File: src/rtl/scl_rate_pkg.sv
package scl_rate_pkg;

    typedef enum logic [1:0] {
        PH_IDLE = 2'd0,
        PH_LOW  = 2'd1,
        PH_WAIT = 2'd2,
        PH_HIGH = 2'd3
    } scl_phase_e;

endpackage

File: src/rtl/scl_sync.sv
// Multi-stage synchronizer for the asynchronous SCL input; resets to the idle-high level.
module scl_sync #(
    parameter int STAGES = 2
) (
    input  logic clk,
    input  logic rst_n,
    input  logic din,
    output logic dout
);
    logic [STAGES-1:0] sr;

    generate
        if (STAGES == 1) begin : g_single
            always_ff @(posedge clk or negedge rst_n) begin
                if (!rst_n) sr <= '1;
                else        sr <= din;
            end
        end else begin : g_chain
            always_ff @(posedge clk or negedge rst_n) begin
                if (!rst_n) sr <= '1;
                else        sr <= {sr[STAGES-2:0], din};
            end
        end
    endgenerate

    assign dout = sr[STAGES-1];
endmodule

File: src/rtl/scl_half_calc.sv
// Half-period length: 8 + divisor * 4^prescale, one shifted candidate per prescale code.
module scl_half_calc #(
    parameter int DIV_W = 8,
    parameter int PS_W  = 2,
    parameter int HW    = DIV_W + 2 * ((1 << PS_W) - 1) + 1
) (
    input  logic [DIV_W-1:0] bit_div,
    input  logic [PS_W-1:0]  prescale,
    output logic [HW-1:0]    half_len
);
    localparam int NUM_PS = 1 << PS_W;

    logic [HW-1:0] cand [NUM_PS];

    generate
        for (genvar i = 0; i < NUM_PS; i++) begin : g_cand
            assign cand[i] = HW'(8) + (HW'(bit_div) << (2 * i));
        end
    endgenerate

    assign half_len = cand[prescale];
endmodule

File: src/rtl/scl_phase_fsm.sv
module scl_phase_fsm
    import scl_rate_pkg::*;
#(
    parameter int HW       = 15,
    parameter int SYNC_LAT = 3
) (
    input  logic          clk,
    input  logic          rst_n,
    input  logic          en,
    input  logic          scl_hi,
    input  logic [HW-1:0] half_len,
    output logic          drive_low,
    output logic          fall_stb,
    output logic          rise_stb
);
    // Released cycles already spent waiting (without stretching) before HIGH is entered.
    localparam logic [HW-1:0] HIGH_TRIM = HW'(SYNC_LAT + 1);

    scl_phase_e    state, next;
    logic [HW-1:0] cnt;
    logic [HW-1:0] half_q;

    // Next-state decode
    always_comb begin
        next = state;
        unique case (state)
            PH_IDLE: if (en) next = PH_LOW;
            PH_LOW:  if (!en) next = PH_IDLE;
                     else if (cnt == '0) next = PH_WAIT;
            PH_WAIT: if (!en) next = PH_IDLE;
                     else if (scl_hi) next = PH_HIGH;
            PH_HIGH: if (!en) next = PH_IDLE;
                     else if (cnt == '0) next = PH_LOW;
            default: next = PH_IDLE;
        endcase
    end

    // State register with phase counter and per-period capture
    always_ff @(posedge clk or negedge rst_n) begin
        if (!rst_n) begin
            state  <= PH_IDLE;
            cnt    <= '0;
            half_q <= '0;
        end else begin
            state <= next;
            unique case (next)
                PH_IDLE: begin
                    cnt    <= '0;
                    half_q <= '0;
                end
                PH_LOW: begin
                    if (state != PH_LOW) begin
                        half_q <= half_len;
                        cnt    <= half_len - HW'(1);
                    end else begin
                        cnt <= cnt - HW'(1);
                    end
                end
                PH_WAIT: cnt <= '0;
                PH_HIGH: begin
                    if (state != PH_HIGH) cnt <= half_q - HIGH_TRIM;
                    else                  cnt <= cnt - HW'(1);
                end
                default: cnt <= '0;
            endcase
        end
    end

    // Registered outputs
    always_ff @(posedge clk or negedge rst_n) begin
        if (!rst_n) begin
            drive_low <= 1'b0;
            fall_stb  <= 1'b0;
            rise_stb  <= 1'b0;
        end else begin
            drive_low <= (next == PH_LOW);
            fall_stb  <= (next == PH_LOW)  && (state != PH_LOW);
            rise_stb  <= (next == PH_HIGH) && (state != PH_HIGH);
        end
    end

    // HIGH never follows a WAIT cycle in which the synchronized line was low
    p_high_needs_line_r4: assert property (@(posedge clk) disable iff (!rst_n)
        (state == PH_WAIT && !scl_hi) |=> (state != PH_HIGH));

    // the low count stays inside the captured half-period
    p_low_cnt_bound_r2: assert property (@(posedge clk) disable iff (!rst_n)
        (state == PH_LOW) |-> (cnt < half_q));

    // the high count stays inside the captured half-period
    p_high_cnt_bound_r3: assert property (@(posedge clk) disable iff (!rst_n)
        (state == PH_HIGH) |-> (cnt < half_q));

    // strobes are single-cycle and never coincide
    p_strobe_excl_r5: assert property (@(posedge clk) disable iff (!rst_n)
        !(fall_stb && rise_stb));
    p_fall_single_r5: assert property (@(posedge clk) disable iff (!rst_n)
        fall_stb |=> !fall_stb);
    p_rise_single_r5: assert property (@(posedge clk) disable iff (!rst_n)
        rise_stb |=> !rise_stb);
endmodule

File: src/rtl/scl_rate_gen.sv
module scl_rate_gen
    import scl_rate_pkg::*;
#(
    parameter int DIV_W       = 8,
    parameter int PS_W        = 2,
    parameter int SYNC_STAGES = 2
) (
    input  logic             clk,
    input  logic             rst_n,
    input  logic             master_en,
    input  logic [DIV_W-1:0] bit_div,
    input  logic [PS_W-1:0]  prescale,
    input  logic             scl_in,
    output logic             scl_drive_low,
    output logic             fall_stb,
    output logic             rise_stb
);
    localparam int HW       = DIV_W + 2 * ((1 << PS_W) - 1) + 1;
    localparam int SYNC_LAT = SYNC_STAGES + 1;

    logic          scl_hi;
    logic [HW-1:0] half_len;

    scl_sync #(.STAGES(SYNC_STAGES)) u_sync (
        .clk  (clk),
        .rst_n(rst_n),
        .din  (scl_in),
        .dout (scl_hi)
    );

    scl_half_calc #(.DIV_W(DIV_W), .PS_W(PS_W), .HW(HW)) u_calc (
        .bit_div (bit_div),
        .prescale(prescale),
        .half_len(half_len)
    );

    scl_phase_fsm #(.HW(HW), .SYNC_LAT(SYNC_LAT)) u_fsm (
        .clk      (clk),
        .rst_n    (rst_n),
        .en       (master_en),
        .scl_hi   (scl_hi),
        .half_len (half_len),
        .drive_low(scl_drive_low),
        .fall_stb (fall_stb),
        .rise_stb (rise_stb)
    );

    // leaving master mode releases SCL on the next cycle
    p_idle_release_r6: assert property (@(posedge clk) disable iff (!rst_n)
        !master_en |=> !scl_drive_low);

    // no strobes while master mode is off for two cycles running
    p_idle_quiet_r6: assert property (@(posedge clk) disable iff (!rst_n)
        (!master_en && $past(!master_en)) |=> (!fall_stb && !rise_stb));
endmodule

File: config.mk
export PLATFORM = sky130hd
export DESIGN_NAME = scl_rate_gen
export DESIGN_NICKNAME = d
export VERILOG_FILES = /design/src/rtl/scl_rate_pkg.sv /design/src/rtl/scl_sync.sv /design/src/rtl/scl_half_calc.sv /design/src/rtl/scl_phase_fsm.sv /design/src/rtl/scl_rate_gen.sv
export SDC_FILE = /design/constraint.sdc
export NUM_CORES = 1
export LEC_CHECK = 0
export CORE_UTILIZATION = 50
export DETAILED_ROUTE_END_ITERATION = 16
export GPL_ROUTABILITY_DRIVEN = 0
export PLACE_DENSITY = 0.69
export SYNTH_ARGS = -nofsm -noshare
export SYNTH_HDL_FRONTEND = slang
export SYNTH_SLANG_ARGS = --single-unit
File: constraint.sdc
create_clock -name clk -period 7.3 [get_ports clk]
set_input_delay 0.73 -clock clk [delete_from_list [all_inputs] [get_ports clk]]
set_output_delay 0.73 -clock clk [all_outputs]
set_load 0.03 [all_outputs]
Word-level counts from Yosys, hierarchy flattened

Cells that the tools add are included.

Output and inout bits: 3
Register bits: 37

Order comparisons: 1
Add/subtract/negate cells: 7
Bitwise gates (word level): 1
Reductions and logical operators: 8
Multiplexer cells: 16
Equality and inequality tests: 9

Operators by type and width:

| operator                | number |
|---|---|
| $mux W15                | 5 |
| $pmux W15 S3            | 1 |
| $bmux W15 S2            | 1 |
| $pmux W15 S2            | 1 |
| $sub A15 B1 Y15 const B | 2 |
| $add A4 B14 Y15 const A | 1 |
| $logic_not A15 Y1       | 1 |
| $sub A15 B3 Y15 const B | 1 |
| $mux W2                 | 7 |
| $add A4 B12 Y13 const A | 1 |
| $add A4 B10 Y11 const A | 1 |
| $add A4 B8 Y9 const A   | 1 |
| $eq A2 B2 Y1 const B    | 4 |
| $pmux W2 S4             | 1 |
| $eq A2 B1 Y1 const B    | 2 |
| $logic_not A2 Y1        | 2 |
| $ne A2 B1 Y1 const B    | 2 |
| $ge A3 B3 Y1 const B    | 1 |
| $not A2 Y3              | 1 |
| $logic_and A1 B1 Y1     | 2 |
| $ne A2 B2 Y1 const B    | 1 |
| $reduce_and A2 Y1       | 1 |
| $reduce_bool A2 Y1      | 1 |
| $reduce_or A2 Y1        | 1 |

Depth between registers and ports, before layout

Depth after elaboration: 7
Mapped depth: 10

Cells and area by module

A second synthesis with hierarchy kept.

Cells, all modules: 320
Area, all modules: 2879.0 um^2

By module, submodules not included:

| module        | sequential area each (um^2) | cells each | area an instance (um^2) | instances |
|---|---|---|---|---|
| scl_phase_fsm | 875.8                       | 254        | 2369.8                  | 1 |
| scl_half_calc | 0.0                         | 64         | 456.7                   | 1 |
| scl_sync      | 52.6                        | 2          | 52.6                    | 1 |

Worst setup path after synthesis

OpenSTA, ideal clock, no wires.

Path type: input-to-reg
Start: input bit_div[1]
End: register u_fsm.cnt[11]
Slack: 4.786 ns
Data arrival time: 2.448 ns
Stages: 7
Required time: 7.234 ns
Buffers on the path: 0
Cell sequence: ha_1 or3b_2 o32a_4 nor4_4 nand3_2 o31ai_1 a31o_1

Cells in the longest elaborated chain, start to end: 7
Elaborated cells on any way between the ends: 10
Those cells by class: add/sub (5); mux (5)

RTL lines:

| element                                         | line                | text |
|---|---|---|
| start: declaration                              | scl_rate_gen.sv:11  | `input logic [DIV_W-1:0] bit_div,` |
| $add A4 B14 Y15 (tied with other cells)         | scl_half_calc.sv:17 | `assign cand[i] = HW'(8) + (HW'(bit_div) << (2 * i));` |
| $bmux W15 S2 (*)                                | scl_half_calc.sv:21 | `assign half_len = cand[prescale];` |
| $mux W15 (not written as such) (*) (2 in a row) | scl_half_calc.sv:21 |  |
| $sub A15 B1 Y15 (*)                             | scl_phase_fsm.sv:54 | `cnt <= half_len - HW'(1);` |
| $mux W15 (*)                                    | scl_phase_fsm.sv:52 | `if (state != PH_LOW) begin` |
| $pmux W15 S3 (*)                                | scl_phase_fsm.sv:46 | `unique case (next)` |
| end signal: assignment                          | scl_phase_fsm.sv:54 |  |
| end signal: assignment                          | scl_phase_fsm.sv:56 | `cnt <= cnt - HW'(1);` |
| end signal: assignment                          | scl_phase_fsm.sv:61 | `if (state != PH_HIGH) cnt <= half_q - HIGH_TRIM;` |
| end: declaration                                | scl_phase_fsm.sv:20 | `logic [HW-1:0] cnt;` |

Every way passes the cells marked *; elsewhere a longest branch is shown, timed or not. The select of a mux whose other input is x is not followed.
A chain may end at the register's enable or synchronous reset.

Worst setup path in the final report

Start: input bit_div[1]
End: register u_fsm.cnt[13]

Same word-level chain as after synthesis.

==> results.py <==
metrics = {
    "routing": {
        "viasPerCell": 6.29,
        "antenna_left": 0,
        "dr.pass1.iters": 5,
        "vias": 2508,
        "wl_per_cell_um": 17.7,
        "drt_first_iter_violations": 263,
        "drc": 0,
        "wl_um": 7060,
    },
    "job": {
        "cap_violations": 0,
    },
    "sta": {
        "finalSetupViolCount": 0,
        "max_freq_mhz": 312,
        "min_period_ns": 3.20,
        "rsz0062_at_grt": "no",
        "skew_ns": 0.00937,
        "timing.slew.headroom": 0.446,
        "setup_tns_ns": 0,
        "hold_viol_final": 0,
        "slew_viol_final": 0,
        "worst_pin_slew_ns": 0.828,
        "period_share": 0.439,
    },
    "synth": {
        "synth_nets": 340,
        "synth_seq_cells": 36,
        "synth_cell_type_count": 61,
        "synthArstFlopShare": 1.00,
        "seq_area_frac_synth": 0.322,
        "syn_area_mm2": 0.00281,
        "ys.flop_type": "dfrtp_1",
        "synth_area_per_cell_um2": 8.74,
        "syn_inst": 321,
        "synth-edff-count": 0,
        "yosys_warnings": 0,
    },
    "clocking": {
        "root_buffer": "clkbuf_8",
        "postCtsHoldBufs": 0,
        "htree_levels": 2,
        "cts_tree": "yes",
        "postCtsResizedCells": 0,
        "numClockSinks": 36,
        "clock_path_buffers": 2,
        "clk_latency_ns": 0.30,
        "post-cts-setup-buffers": 0,
        "cts_buffers": 5,
        "clk_pin_slew_ns": 0.07,
    },
    "critical_path": {
        "worstReg2RegStart": "u_fsm.cnt[0]",
        "cp_max_fo": 10,
        "cp.required_ns": 7.54,
        "cp-endpoint": "u_fsm.cnt[13]",
        "crit_type": "in2reg",
        "crit_path_end_kind": "flip-flop",
        "r2r-end": "u_fsm.half_q[1]",
        "start_kind": "input pin",
        "rr_worst_depth": 8,
        "r2r_slack_ns": 4.47,
        "cp-startpoint": "bit_div[1]",
        "arrival_ns": 3.44,
    },
    "pwr": {
        "powerDensity_mw_per_mm2": 239,
        "peakVddDrop_uv": 124,
        "p_leak_nw": 1.23,
    },
    "hold_path": {
        "min_delay_path_depth": 0,
        "hold_class": "reg2reg",
    },
    "cells_and_area": {
        "final_net_count": 347,
        "antennaDiodeCount": 0,
        "layout-drive-gt1-share": 0.0851,
        "final_util": 0.579,
        "syn_to_final_growth_pct": 8.79,
    },
    "global_route": {
        "antenna_found_initial": 0,
        "track_usage": 0.252,
        "grt_first_pass_wirelength_um": 11600,
        "grt_overflow": 0,
        "first_global_vias": 2228,
        "grt_max_degree": 37,
        "grt_use_met2": 0.396,
        "groute.layer.met1.usage": 0.347,
        "gr-usage-met3": 0.0381,
        "busiest_layer": "met2",
    },
    "placed_design": {
        "place_hpwl_um": 5150,
        "io_buffers": 16,
    },
    "floorplan": {
        "row_count": 26,
        "die_w_um": 76.9,
        "die_h_um": 76.9,
        "dieArea_mm2": 0.00591,
        "core_mm2": 0.00527,
        "initial_core_util": 0.532,
        "pin_count": 17,
    },
    "outcome": {
        "status": "finished clean",
    },
}
report_power, final:
group	switching, mW	internal, mW
clock	0.0761	0.0767
sequential	0.0380	0.230
combinational	0.180	0.130
total	0.294	0.437
state kept, by name (all words and copies together) (netlist names):
register	cells
u_fsm.cnt	15
u_fsm.half_q	14
u_fsm.state	2
u_sync.sr	2
u_fsm.drive_low	1
u_fsm.fall_stb	1
u_fsm.rise_stb	1
per-layer routing:
layer | routed length [um] | part of all wire | vias to the layer above
met4 | 148 | 0.021 | 0
met1 | 3320 | 0.47 | 1200
li1 | - | - | 1200
met3 | 290 | 0.041 | 20
met2 | 3300 | 0.47 | 88
met5 | 0 | 0 | -
kinds of logic after synthesis:
family          share of synthesized area
xor+xnor                           0.0999
fa+ha+maj                          0.0223
compound gates                      0.196
flops                               0.322
mux                                0.0415
buf+inv                            0.0482
simple gates                        0.270
layout make-up:
cell class,instances,area (um2)
Fill cell,498,2220
Sequential cell,36,903
Inverter,10,37.5
Multi-Input combinational cell,258,1770
Timing Repair Buffer,17,163
Clock inverter,1,7.51
Clock buffer,7,86.3
Tap cell,70,87.6
worst min path at each step:
stage	end	startpoint
2_1_floorplan	u_sync.sr[1]	u_sync.sr[0]
3_3_place_gp	u_sync.sr[1]	u_sync.sr[0]
3_5_place_dp	u_sync.sr[1]	u_sync.sr[0]
4_1_cts	u_sync.sr[1]	u_sync.sr[0]
5_1_grt	u_sync.sr[1]	u_sync.sr[0]
6_report	u_sync.sr[1]	u_sync.sr[0]
through the flow:
stage          hold slack (ns)  worst slack, ns  instances  total power, mW  instance area, um2
6_report                 0.357             4.10        399            0.731                3050
2_1_floorplan            0.345             4.79        321            0.499                2810
5_1_grt                  0.359             3.98        399            0.776                3050
4_1_cts                  0.357             4.12        399            0.727                3050
3_3_place_gp             0.346             3.82        391            0.575                2960
3_5_place_dp             0.347             3.82        391            0.575                2960
worst max-delay path, stage by stage:
cell and delay [ns]:
clkdlybuf4s50_1 0.70, ha_1 0.32, or3b_2 0.49, o32a_4 0.24
nor4_4 0.33, nand3_2 0.12, o31ai_1 0.32, a31o_1 0.19
synth_stat cells (all sizes together) (2+ instances only):
cell type,instances,area (um2)
dfrtp,34,851
nor2,27,104
nand2,24,90.1
xnor2,21,184
nor3,16,91.3
o21ai,13,65.1
a21oi,12,60.1
nand3,12,65.1
xor2,11,96.3
buf,10,71.3
inv,10,37.5
mux2i,9,90.1
nand4,8,50.1
o31ai,8,60.1
clkbuf,7,26.3
nor2b,7,43.8
or3,7,53.8
nor4,6,52.6
o2bb2ai,6,52.6
a22o,5,43.8
ha,5,62.6
nand2b,5,31.3
nand3b,5,37.5
o22ai,5,31.3
a2bb2o,4,40.0
a211oi,3,22.5
o211ai,3,22.5
or2,3,18.8
a31o,2,17.5
a31oi,2,12.5
and2,2,12.5
and3,2,12.5
and4,2,17.5
dfstp,2,52.6
mux2,2,26.3
nor3b,2,15.0
o221a,2,22.5
o221ai,2,17.5
or3b,2,17.5
layout by cell type (no fill, tap or decap), types with 3 or more instances in the layout:
master            n
mux2i_1           9
nand2_1          24
o2bb2ai_1         6
nor2b_1           7
clkdlybuf4s50_1  15
o31ai_1           8
o21ai_0          13
nand2b_1          5
o22ai_1           5
nand4_1           8
ha_1              5
or2_2             3
or3_1             5
a22o_1            5
nor4_1            5
a21oi_1          12
a2bb2o_1          4
a211oi_1          3
nand3b_1          5
xnor2_1          21
inv_1            10
nor2_1           26
dfrtp_1          34
clkbuf_8          6
o211ai_1          3
nor3_1           15
nand3_1          11
xor2_1           11
Power figures use the tool's default switching activity.
